--- src/rtl/pmode_pkg.sv ---
package pmode_pkg;

   localparam int unsigned MODE_BITS = 6;
   localparam int unsigned NUM_RULES = 4;

   localparam int unsigned RULE_HS_NO_OSC = 0;
   localparam int unsigned RULE_LS_NO_OSC = 1;
   localparam int unsigned RULE_STOP_HALT = 2;
   localparam int unsigned RULE_DBG_LSOSC = 3;

   // Field order MSB to LSB matches the bus layout
   typedef struct packed {
      logic stop;
      logic halt;
      logic halt_deep;
      logic lsosc;
      logic hsosc;
      logic clk_hs;
   } mode_t;

   localparam mode_t MODE_RESET = '{stop: 1'b0, halt: 1'b0, halt_deep: 1'b0,
                                    lsosc: 1'b1, hsosc: 1'b0, clk_hs: 1'b0};

endpackage

--- src/rtl/pmode_legal.sv ---
module pmode_legal
   import pmode_pkg::*;
#(
   parameter bit DBG_RULE_EN = 1'b1
) (
   input  mode_t                 cand,
   input  logic                  dbg_mode,
   output logic [NUM_RULES-1:0]  viol,
   output logic                  ok
);

   // Clock source and its oscillator
   assign viol[RULE_HS_NO_OSC] = !cand.halt && cand.clk_hs && !cand.hsosc;
   assign viol[RULE_LS_NO_OSC] = !cand.clk_hs && !cand.lsosc;

   // Low-power requests are exclusive
   assign viol[RULE_STOP_HALT] = cand.stop && cand.halt;

   generate
      if (DBG_RULE_EN) begin : g_dbg_rule
         assign viol[RULE_DBG_LSOSC] = !dbg_mode && !cand.lsosc;
      end else begin : g_no_dbg_rule
         logic unused_dbg;
         assign unused_dbg = dbg_mode;
         assign viol[RULE_DBG_LSOSC] = 1'b0;
      end
   endgenerate

   assign ok = ~|viol;

endmodule

--- src/rtl/pmode_reg.sv ---
module pmode_reg
   import pmode_pkg::*;
#(
   parameter mode_t RST_MODE = MODE_RESET
) (
   input  logic  clk,
   input  logic  rst_n,
   input  logic  wr_fire,
   input  logic  wr_ok,
   input  mode_t cand,
   output mode_t q,
   output logic  reject
);

   always_ff @(posedge clk or negedge rst_n) begin
      if (!rst_n) begin
         q      <= RST_MODE;
         reject <= 1'b0;
      end else begin
         reject <= wr_fire && !wr_ok;
         if (wr_fire && wr_ok) begin
            q <= cand;
         end
      end
   end

endmodule

--- src/rtl/pmode_ctrl.sv ---
module pmode_ctrl
   import pmode_pkg::*;
#(
   parameter int unsigned DATA_W      = 8,
   parameter logic [7:0]  RST_VAL     = 8'h04,
   parameter bit          DBG_RULE_EN = 1'b1
) (
   input  logic              clk,
   input  logic              rst_n,
   input  logic              bus_sel,
   input  logic              bus_wr,
   input  logic [DATA_W-1:0] bus_wdata,
   output logic [DATA_W-1:0] bus_rdata,
   input  logic              dbg_mode,
   output logic              wr_reject,
   output logic              stop_req_o,
   output logic              halt_req_o,
   output logic              halt_deep_o,
   output logic              lsosc_en_o,
   output logic              hsosc_en_o,
   output logic              clk_hs_o
);

   localparam int unsigned PAD_W   = DATA_W - MODE_BITS;
   localparam mode_t       RST_MODE = mode_t'(RST_VAL[MODE_BITS-1:0]);

   generate
      if (DATA_W < MODE_BITS) begin : g_bad_width
         $error("pmode_ctrl: DATA_W must be at least MODE_BITS");
      end
      if (RST_VAL[7:MODE_BITS] != '0) begin : g_bad_reset
         $error("pmode_ctrl: RST_VAL must keep reserved bits clear");
      end
   endgenerate

   mode_t                cand;
   mode_t                cur;
   logic                 wr_fire;
   logic                 wr_ok;
   logic [NUM_RULES-1:0] viol;

   assign wr_fire = bus_sel && bus_wr;
   assign cand    = mode_t'(bus_wdata[MODE_BITS-1:0]);

   generate
      if (PAD_W > 0) begin : g_wide
         logic unused_hi;
         assign unused_hi = ^bus_wdata[DATA_W-1:MODE_BITS];
         assign bus_rdata = bus_sel ? {{PAD_W{1'b0}}, cur} : '0;
      end else begin : g_exact
         assign bus_rdata = bus_sel ? cur : '0;
      end
   endgenerate

   pmode_legal #(.DBG_RULE_EN(DBG_RULE_EN)) legal_i (
      .cand     (cand),
      .dbg_mode (dbg_mode),
      .viol     (viol),
      .ok       (wr_ok)
   );

   pmode_reg #(.RST_MODE(RST_MODE)) reg_i (
      .clk     (clk),
      .rst_n   (rst_n),
      .wr_fire (wr_fire),
      .wr_ok   (wr_ok),
      .cand    (cand),
      .q       (cur),
      .reject  (wr_reject)
   );

   assign stop_req_o  = cur.stop;
   assign halt_req_o  = cur.halt;
   assign halt_deep_o = cur.halt_deep;
   assign lsosc_en_o  = cur.lsosc;
   assign hsosc_en_o  = cur.hsosc;
   assign clk_hs_o    = cur.clk_hs;

endmodule

--- config.mk ---
export PLATFORM = sky130hd
export DESIGN_NAME = pmode_ctrl
export DESIGN_NICKNAME = d
export VERILOG_FILES = /design/src/rtl/pmode_pkg.sv /design/src/rtl/pmode_legal.sv /design/src/rtl/pmode_reg.sv /design/src/rtl/pmode_ctrl.sv
export SDC_FILE = /design/constraint.sdc
export NUM_CORES = 1
export LEC_CHECK = 0
export ABC_AREA = 1
export ABC_CLOCK_PERIOD_IN_PS = 800
export BUFFER_PORTS_ARGS = -buffer_cell sky130_fd_sc_hd__buf_2
export CAP_MARGIN = 30
export CORE_AREA = 2 2 39 41
export CTS_CLUSTER_DIAMETER = 30
export DETAILED_ROUTE_END_ITERATION = 12
export DIE_AREA = 0 0 41 43
export HOLD_SLACK_MARGIN = 0.02
export PLACE_DENSITY = 0.69
export SYNTH_ARGS = -nofsm -noshare
export SYNTH_HDL_FRONTEND = slang
export SYNTH_SLANG_ARGS = --single-unit
--- constraint.sdc ---
create_clock -name clk -period 0.8 [get_ports clk]
set_input_delay 0.16 -clock clk [delete_from_list [all_inputs] [get_ports clk]]
set_output_delay 0.16 -clock clk [all_outputs]
set_load 0.01 [all_outputs]
==> results_dict.tcl, run 1 <==
set metrics [dict create \
    dpl.hpwl_um 791.1 \
    p_leak_uw 0.0004031 \
    clk_path_buf_depth 2 \
    post-route-period-util_pct 140.5 \
    synth_adder_area_share_pct 0 \
    yosys_warnings 0 \
    syn_to_final_growth_pct 54.15 \
    holdPathStages 3 \
    hold_viol 0 \
    cts_tree "done" \
    drive_gt1_share_pct 46.59 \
    overflow 0 \
    cts.sinks 7 \
    synthMuxAreaShare_pct 0 \
    gp_congestion 0.7476 \
    first_pass_iters 4 \
    synth-xor-area-share_pct 0 \
    startpoint_type "register" \
    pwr_density_cell_nw_per_um2 1931 \
    finalWirelength_um 1020 \
    synth_compound_area_share_pct 0 \
    grt_pass1_vias 419 \
    netlist_area_um2 406.6 \
    end_kind "output port" \
    die_width_um 41 \
    clk_latency_ns 0.24 \
    root_buffer "clkbuf_4" \
    clock_skew_ns 0 \
    grt_first_pass_wirelength_um 1697 \
    io_buffers 23 \
    fin_util_pct 45.30 \
    core-area_um2 1384 \
    route.antenna.remaining_nets 0 \
    critical_path_required_ns 0.64 \
    grt_setup_unrepaired "yes" \
    rows 14 \
    die_height_um 43 \
    violations "negative setup slack" \
    ys_seq_elements 7 \
    track_usage_pct 14.75 \
    antenna_found_initial 0 \
    slew_viol_final 0 \
    wl_per_cell_um 9.808 \
    cap_viol_max_count 0 \
    ir_drop_v 0.0006035 \
    hold_path.class "input port to register" \
    final-setup-viol-count 13 \
    ioPinCount 28 \
    avgViaCountPerCell 4.260 \
    cts_inserted_buffers 3 \
    yosys.area_share.simple_pct 42.46 \
    seq_area_frac_synth_pct 43.38 \
    num-fill-cells 156 \
    arrival_ns 0.96 \
    antenna_cells 0 \
    synth_top_family_by_area "simple AND/OR/NAND/NOR gates" \
    worstPathMaxFanout 3 \
    fmax_mhz 889.8 \
    vias 443 \
    grt_start_max_net_pins 8 \
    dieArea_um2 1763 \
    start_util_pct 29.39 \
    nets 102 \
    pre_cts_slack_ns -0.09273 \
    drcViolationCount 0 \
    setup_ws_ns -0.3238 \
    post_synth_num_cell_types 12 \
    reg2regPathDepth 3 \
    first_iter_violations 5 \
    htree_levels 1 \
    synth.avg_cell_area_um2 7.393 \
    path_clk_slew_ns 0.06 \
    worstSetupPathType "register to output port" \
    syn_inst 55 \
    period_needed_ns 1.124 \
    status "finished with violations" \
]
==> cells by family after synthesis <==
logic type,after synthesis
other cells,1
buf+inv,12
simple gates,35
flops,7
==> sequential cells by signal, summed over array words and instances, names as in the netlist <==
register	flops
reg_i.q	6
reg_i.reject	1
==> critical path, stage by stage, from the launching register on <==
cell,delay (ns)
dfstp_2,0.54
nand2_2,0.05
inv_2,0.04
buf_6,0.09
==> power breakdown <==
group          internal, uW  leakage (uW)  switching (uW)
Sequential              427     0.0000863            46.8
Combinational           203      0.000302             214
Clock                   190     0.0000150             128
==> cell usage in the layout, fill, tap and decap left out <==
| cell | instances |
|---|---|
| nand4_4 | 1 |
| nand2_1 | 20 |
| dlygate4sd3_1 | 1 |
| nand3_1 | 7 |
| buf_2 | 21 |
| clkinv_2 | 1 |
| nor2_4 | 1 |
| nor2_1 | 2 |
| conb_1 | 2 |
| buf_6 | 2 |
| inv_2 | 1 |
| buf_4 | 6 |
| dfrtp_1 | 6 |
| clkbuf_1 | 1 |
| dfstp_2 | 1 |
| nand2_2 | 4 |
| clkbuf_4 | 3 |
| inv_1 | 8 |
==> synth_stat cells <==
cell,n,share of area (%)
dfstp_2,1,6.5
inv_1,9,8.3
nor2_4,1,2.8
nand4_4,1,5.2
nand2_1,21,19
nor2_1,2,1.8
clkinv_2,1,1.2
dfrtp_1,6,37
buf_4,2,3.7
nand3_1,7,8.6
conb_1,1,0.92
nand2_2,3,4.6
==> per-stage QoR <==
stage / total power, uW / hold slack [ns] / TNS [ns] / instances / instance area [um2]
final: 1210 / 0.1395 / -2.431 / 104 / 626.9
after global routing: 1319 / 0.1480 / -3.077 / 104 / 626.9
after CTS: 1201 / 0.1385 / -2.522 / 103 / 613.1
after detailed placement: 832.8 / 0.004288 / -0.6202 / 96 / 553.0
after global placement: 823.3 / -0.001977 / -0.4695 / 96 / 553.0
after floorplan: 666.9 / -0.1356 / -0.02567 / 56 / 410.4
==> timing repair <==
item                                   CTS  global route
setup endpoints to repair               13            13
pin swaps                                4             0
gates resized for setup                  2             1
setup buffers                            2             1
hold buffers                             1             0
endpoints found under the hold margin    7             0
==> worst paths after layout <==
path                                 to  slack, ns          from
max                        bus_rdata[2]      -0.32    reg_i.q[2]
min                          reg_i.q[3]       0.14  bus_wdata[3]
max reg2reg                  reg_i.q[1]       0.06    reg_i.q[1]
min reg2reg                  reg_i.q[2]       0.49    reg_i.q[2]
max in group asynchronous    reg_i.q[2]       0.27         rst_n
min in group asynchronous    reg_i.q[1]       0.29         rst_n
==> layer usage <==
metal	vias to the layer above	wire [um]	GRT usage (%)
met3	2	55	3.141
met2	17	535	23.75
li1	225	-	-
met4	0	21	10.00
met5	-	0	0
met1	199	407	16.07
==> layout make-up <==
| class | count | area [um2] | area share, % |
|---|---|---|---|
| Multi-Input combinational cell | 37 | 182.7 | 29.14 |
| Timing Repair Buffer | 30 | 182.7 | 29.14 |
| Sequential cell | 7 | 176.4 | 28.14 |
| Clock buffer | 4 | 26.28 | 4.192 |
| Inverter | 10 | 38.79 | 6.188 |
| Tap cell | 16 | 20.02 | 3.194 |
Note: power is estimated with default switching activity, not from simulation.
==> run 2: changes to the inputs <==
Settings changed: ABC_AREA 1 to default, PLACE_DENSITY 0.69 to 0.65.
==> run 2 against run 1 <==
- the run still ends with negative setup slack left
- synthesized cell count is 49% lower
- cell area is 18% higher
- synthesized area is 10% lower
- register-to-register slack worse by 0.26 ns
- final cell count is 20% lower
- core utilization is 8.0 points higher
- clock skew stayed put
- hold slack better by 0.0084 ns
- critical path depth is 1 lower
- worst setup slack worse by 0.025 ns
- critical path type unchanged
- largest power group is now combinational logic
- highest routed layer is now met3
==> results_dict.tcl, run 2 <==
set metrics [dict create \
    timing.rr.end "reg_i.q[5]" \
    netlist_area_um2 365.4 \
    htree_levels 1 \
    overflow 0 \
    wl_per_cell_um 13.98 \
    drcViolationCount 0 \
    grt_setup_unrepaired "yes" \
    worst_path_max_delay_cell "dfstp_2" \
    setup_ws_ns -0.3488 \
    startpoint_type "register" \
    synth_top_area_share_pct 41.10 \
    layout_common_cells "buf_6 (14), buf_2 (12), buf_4 (9)" \
    violations "negative setup slack" \
    fmax_mhz 870.5 \
    fin_util_pct 53.25 \
    pwr_density_cell_nw_per_um2 2101 \
    dpl.cell_count 71 \
    finalWirelength_um 1160 \
    ir_drop_v 0.001223 \
    core-area_um2 1384 \
    first_iter_violations 1 \
    clk_latency_ns 0.25 \
    dpl.hpwl_um 703.4 \
    die_height_um 43 \
    avgViaCountPerCell 4.494 \
    final-setup-viol-count 19 \
    period_needed_ns 1.149 \
    critical_path_required_ns 0.64 \
    endpoint "bus_rdata[2]" \
    hold_path.class "input port to register" \
    synth-main-ff-cell "dfrtp_1" \
    hold_viol 0 \
    cts_tree "done" \
    route.antenna.remaining_nets 0 \
    placed_cell_area_um2 528.0 \
    ys_seq_elements 7 \
    start_util_pct 26.40 \
    cts_inserted_buffers 3 \
    pre_cts_slack_ns -0.5781 \
    grt_start_max_net_pins 8 \
    synth_area_leaders "dfrtp_1 (41%), mux2_2 (18%), and2_2 (12%)" \
    rows 14 \
    io_buffers 23 \
    antenna_found_initial 0 \
    ioPinCount 28 \
    r2r_start "reg_i.q[5]" \
    post_synth_num_cell_types 12 \
    reg2reg_slack_ns -0.20 \
    hold_ws_ns 0.1479 \
    worstSetupPathType "register to output port" \
    cp_top_family "flip-flops" \
    path_buf_inv 1 \
    largest_reg_flops 6 \
    path_clk_slew_ns 0.05 \
    antenna_cells 0 \
    syn_to_final_growth_pct 101.7 \
    reg2regPathDepth 3 \
    reg.largest.list "reg_i.q x6, reg_i.reject x1" \
    syn_inst 28 \
    status "finished with violations" \
    grt_pass1_vias 398 \
    post-synth-top-area-cell "dfrtp_1" \
    seq_area_frac_synth_pct 48.29 \
    clock_skew_ns 0 \
    yosys_warnings 0 \
    cp.depth 2 \
    track_usage_pct 15.15 \
    drive_gt1_share_pct 80.60 \
    final_area_um2 737.0 \
    worstPathMaxFanout 2 \
    post-route-period-util_pct 143.6 \
    async_flop_share_pct 100.0 \
    synthTopCellsByCount "and2_2 (6), dfrtp_1 (6), mux2_2 (6)" \
    p_leak_uw 0.0003720 \
    synth-edff-count 0 \
    vias 373 \
    holdPathStages 2 \
    clk_path_buf_depth 2 \
    first_pass_iters 2 \
    end_kind "output port" \
    gp_congestion 0.6982 \
    slowest_delay_ns 0.52 \
    slew_viol_final 0 \
    root_buffer "clkbuf_4" \
    cts.sinks 7 \
    grt_first_pass_wirelength_um 1697 \
    cap_viol_max_count 0 \
    die_width_um 41 \
    top_register "reg_i.q" \
    final_common_cell "buf_6" \
    startpoint "reg_i.q[2]" \
    nets 81 \
    dieArea_um2 1763 \
    finalNonFillerCells 83 \
    crit_chain "and2_4 -> buf_6" \
    num-fill-cells 129 \
    synth.avg_cell_area_um2 13.05 \
    arrival_ns 0.99 \
]
==> run 2: cell type report <==
type | count | area [um2] | area share [%]
Timing Repair Buffer | 36 | 295.3 | 40.07
Multi-Input combinational cell | 20 | 219.0 | 29.71
Sequential cell | 7 | 176.4 | 23.94
Clock buffer | 4 | 26.28 | 3.565
Tap cell | 16 | 20.02 | 2.716
==> run 2: cell families (layout without fill, tap and decap cells) <==
kind of cell / count (synthesis) / count (layout) / share of synthesized area [%]
compound gates: 3 / 3 / 10.96
other cells: 1 / 2 / 1.026
flops: 7 / 7 / 48.29
simple gates: 9 / 9 / 17.12
mux: 6 / 6 / 18.49
buf+inv: 2 / 40 / 4.108
==> run 2: worst register-to-register path: cells and delay by family, from the launching register on <==
family | cells | cell delay (ns)
flip-flops | 1 | 0.38
multiplexers | 1 | 0.26
buffers and inverters | 2 | 0.24
==> run 2: timing repair <==
item                                   4_1_cts  5_1_grt
pin swaps                                    5        1
buffers inserted                             6        1
setup endpoints to repair                   19       19
endpoints found under the hold margin        7        0
gates cloned                                 0        0
hold buffers                                 1        0
gates resized for setup                     27        0
==> run 2: power breakdown <==
group	internal, uW	total [uW]	leakage, uW	switching (uW)
Combinational	494	741	0.000274	248
Sequential	439	487	0.0000832	48.4
Clock	190	320	0.0000150	130
==> run 2: worst min-delay path by stage <==
stage,from,endpoint,slack (ns)
2_1_floorplan,rst_n,reg_i.q[0],-0.14
3_3_place_gp,rst_n,reg_i.q[5],0.002
3_5_place_dp,rst_n,reg_i.q[5],0.005
4_1_cts,bus_wdata[3],reg_i.q[3],0.14
5_1_grt,bus_wdata[3],reg_i.q[3],0.14
6_report,bus_wdata[3],reg_i.q[3],0.15
==> run 2: per-stage QoR <==
step | setup TNS [ns] | power [uW]
2_1_floorplan | -2.585 | 694.7
3_3_place_gp | -3.871 | 873.7
3_5_place_dp | -4.136 | 880.2
4_1_cts | -4.758 | 1545
5_1_grt | -5.181 | 1657
6_report | -4.538 | 1548
==> run 2: metal layers <==
layer	GRT usage [%]	share of wire (%)
met2	24.69	54
met5	0	0
met3	9.424	7.9
met4	2.000	0
met1	16.39	38
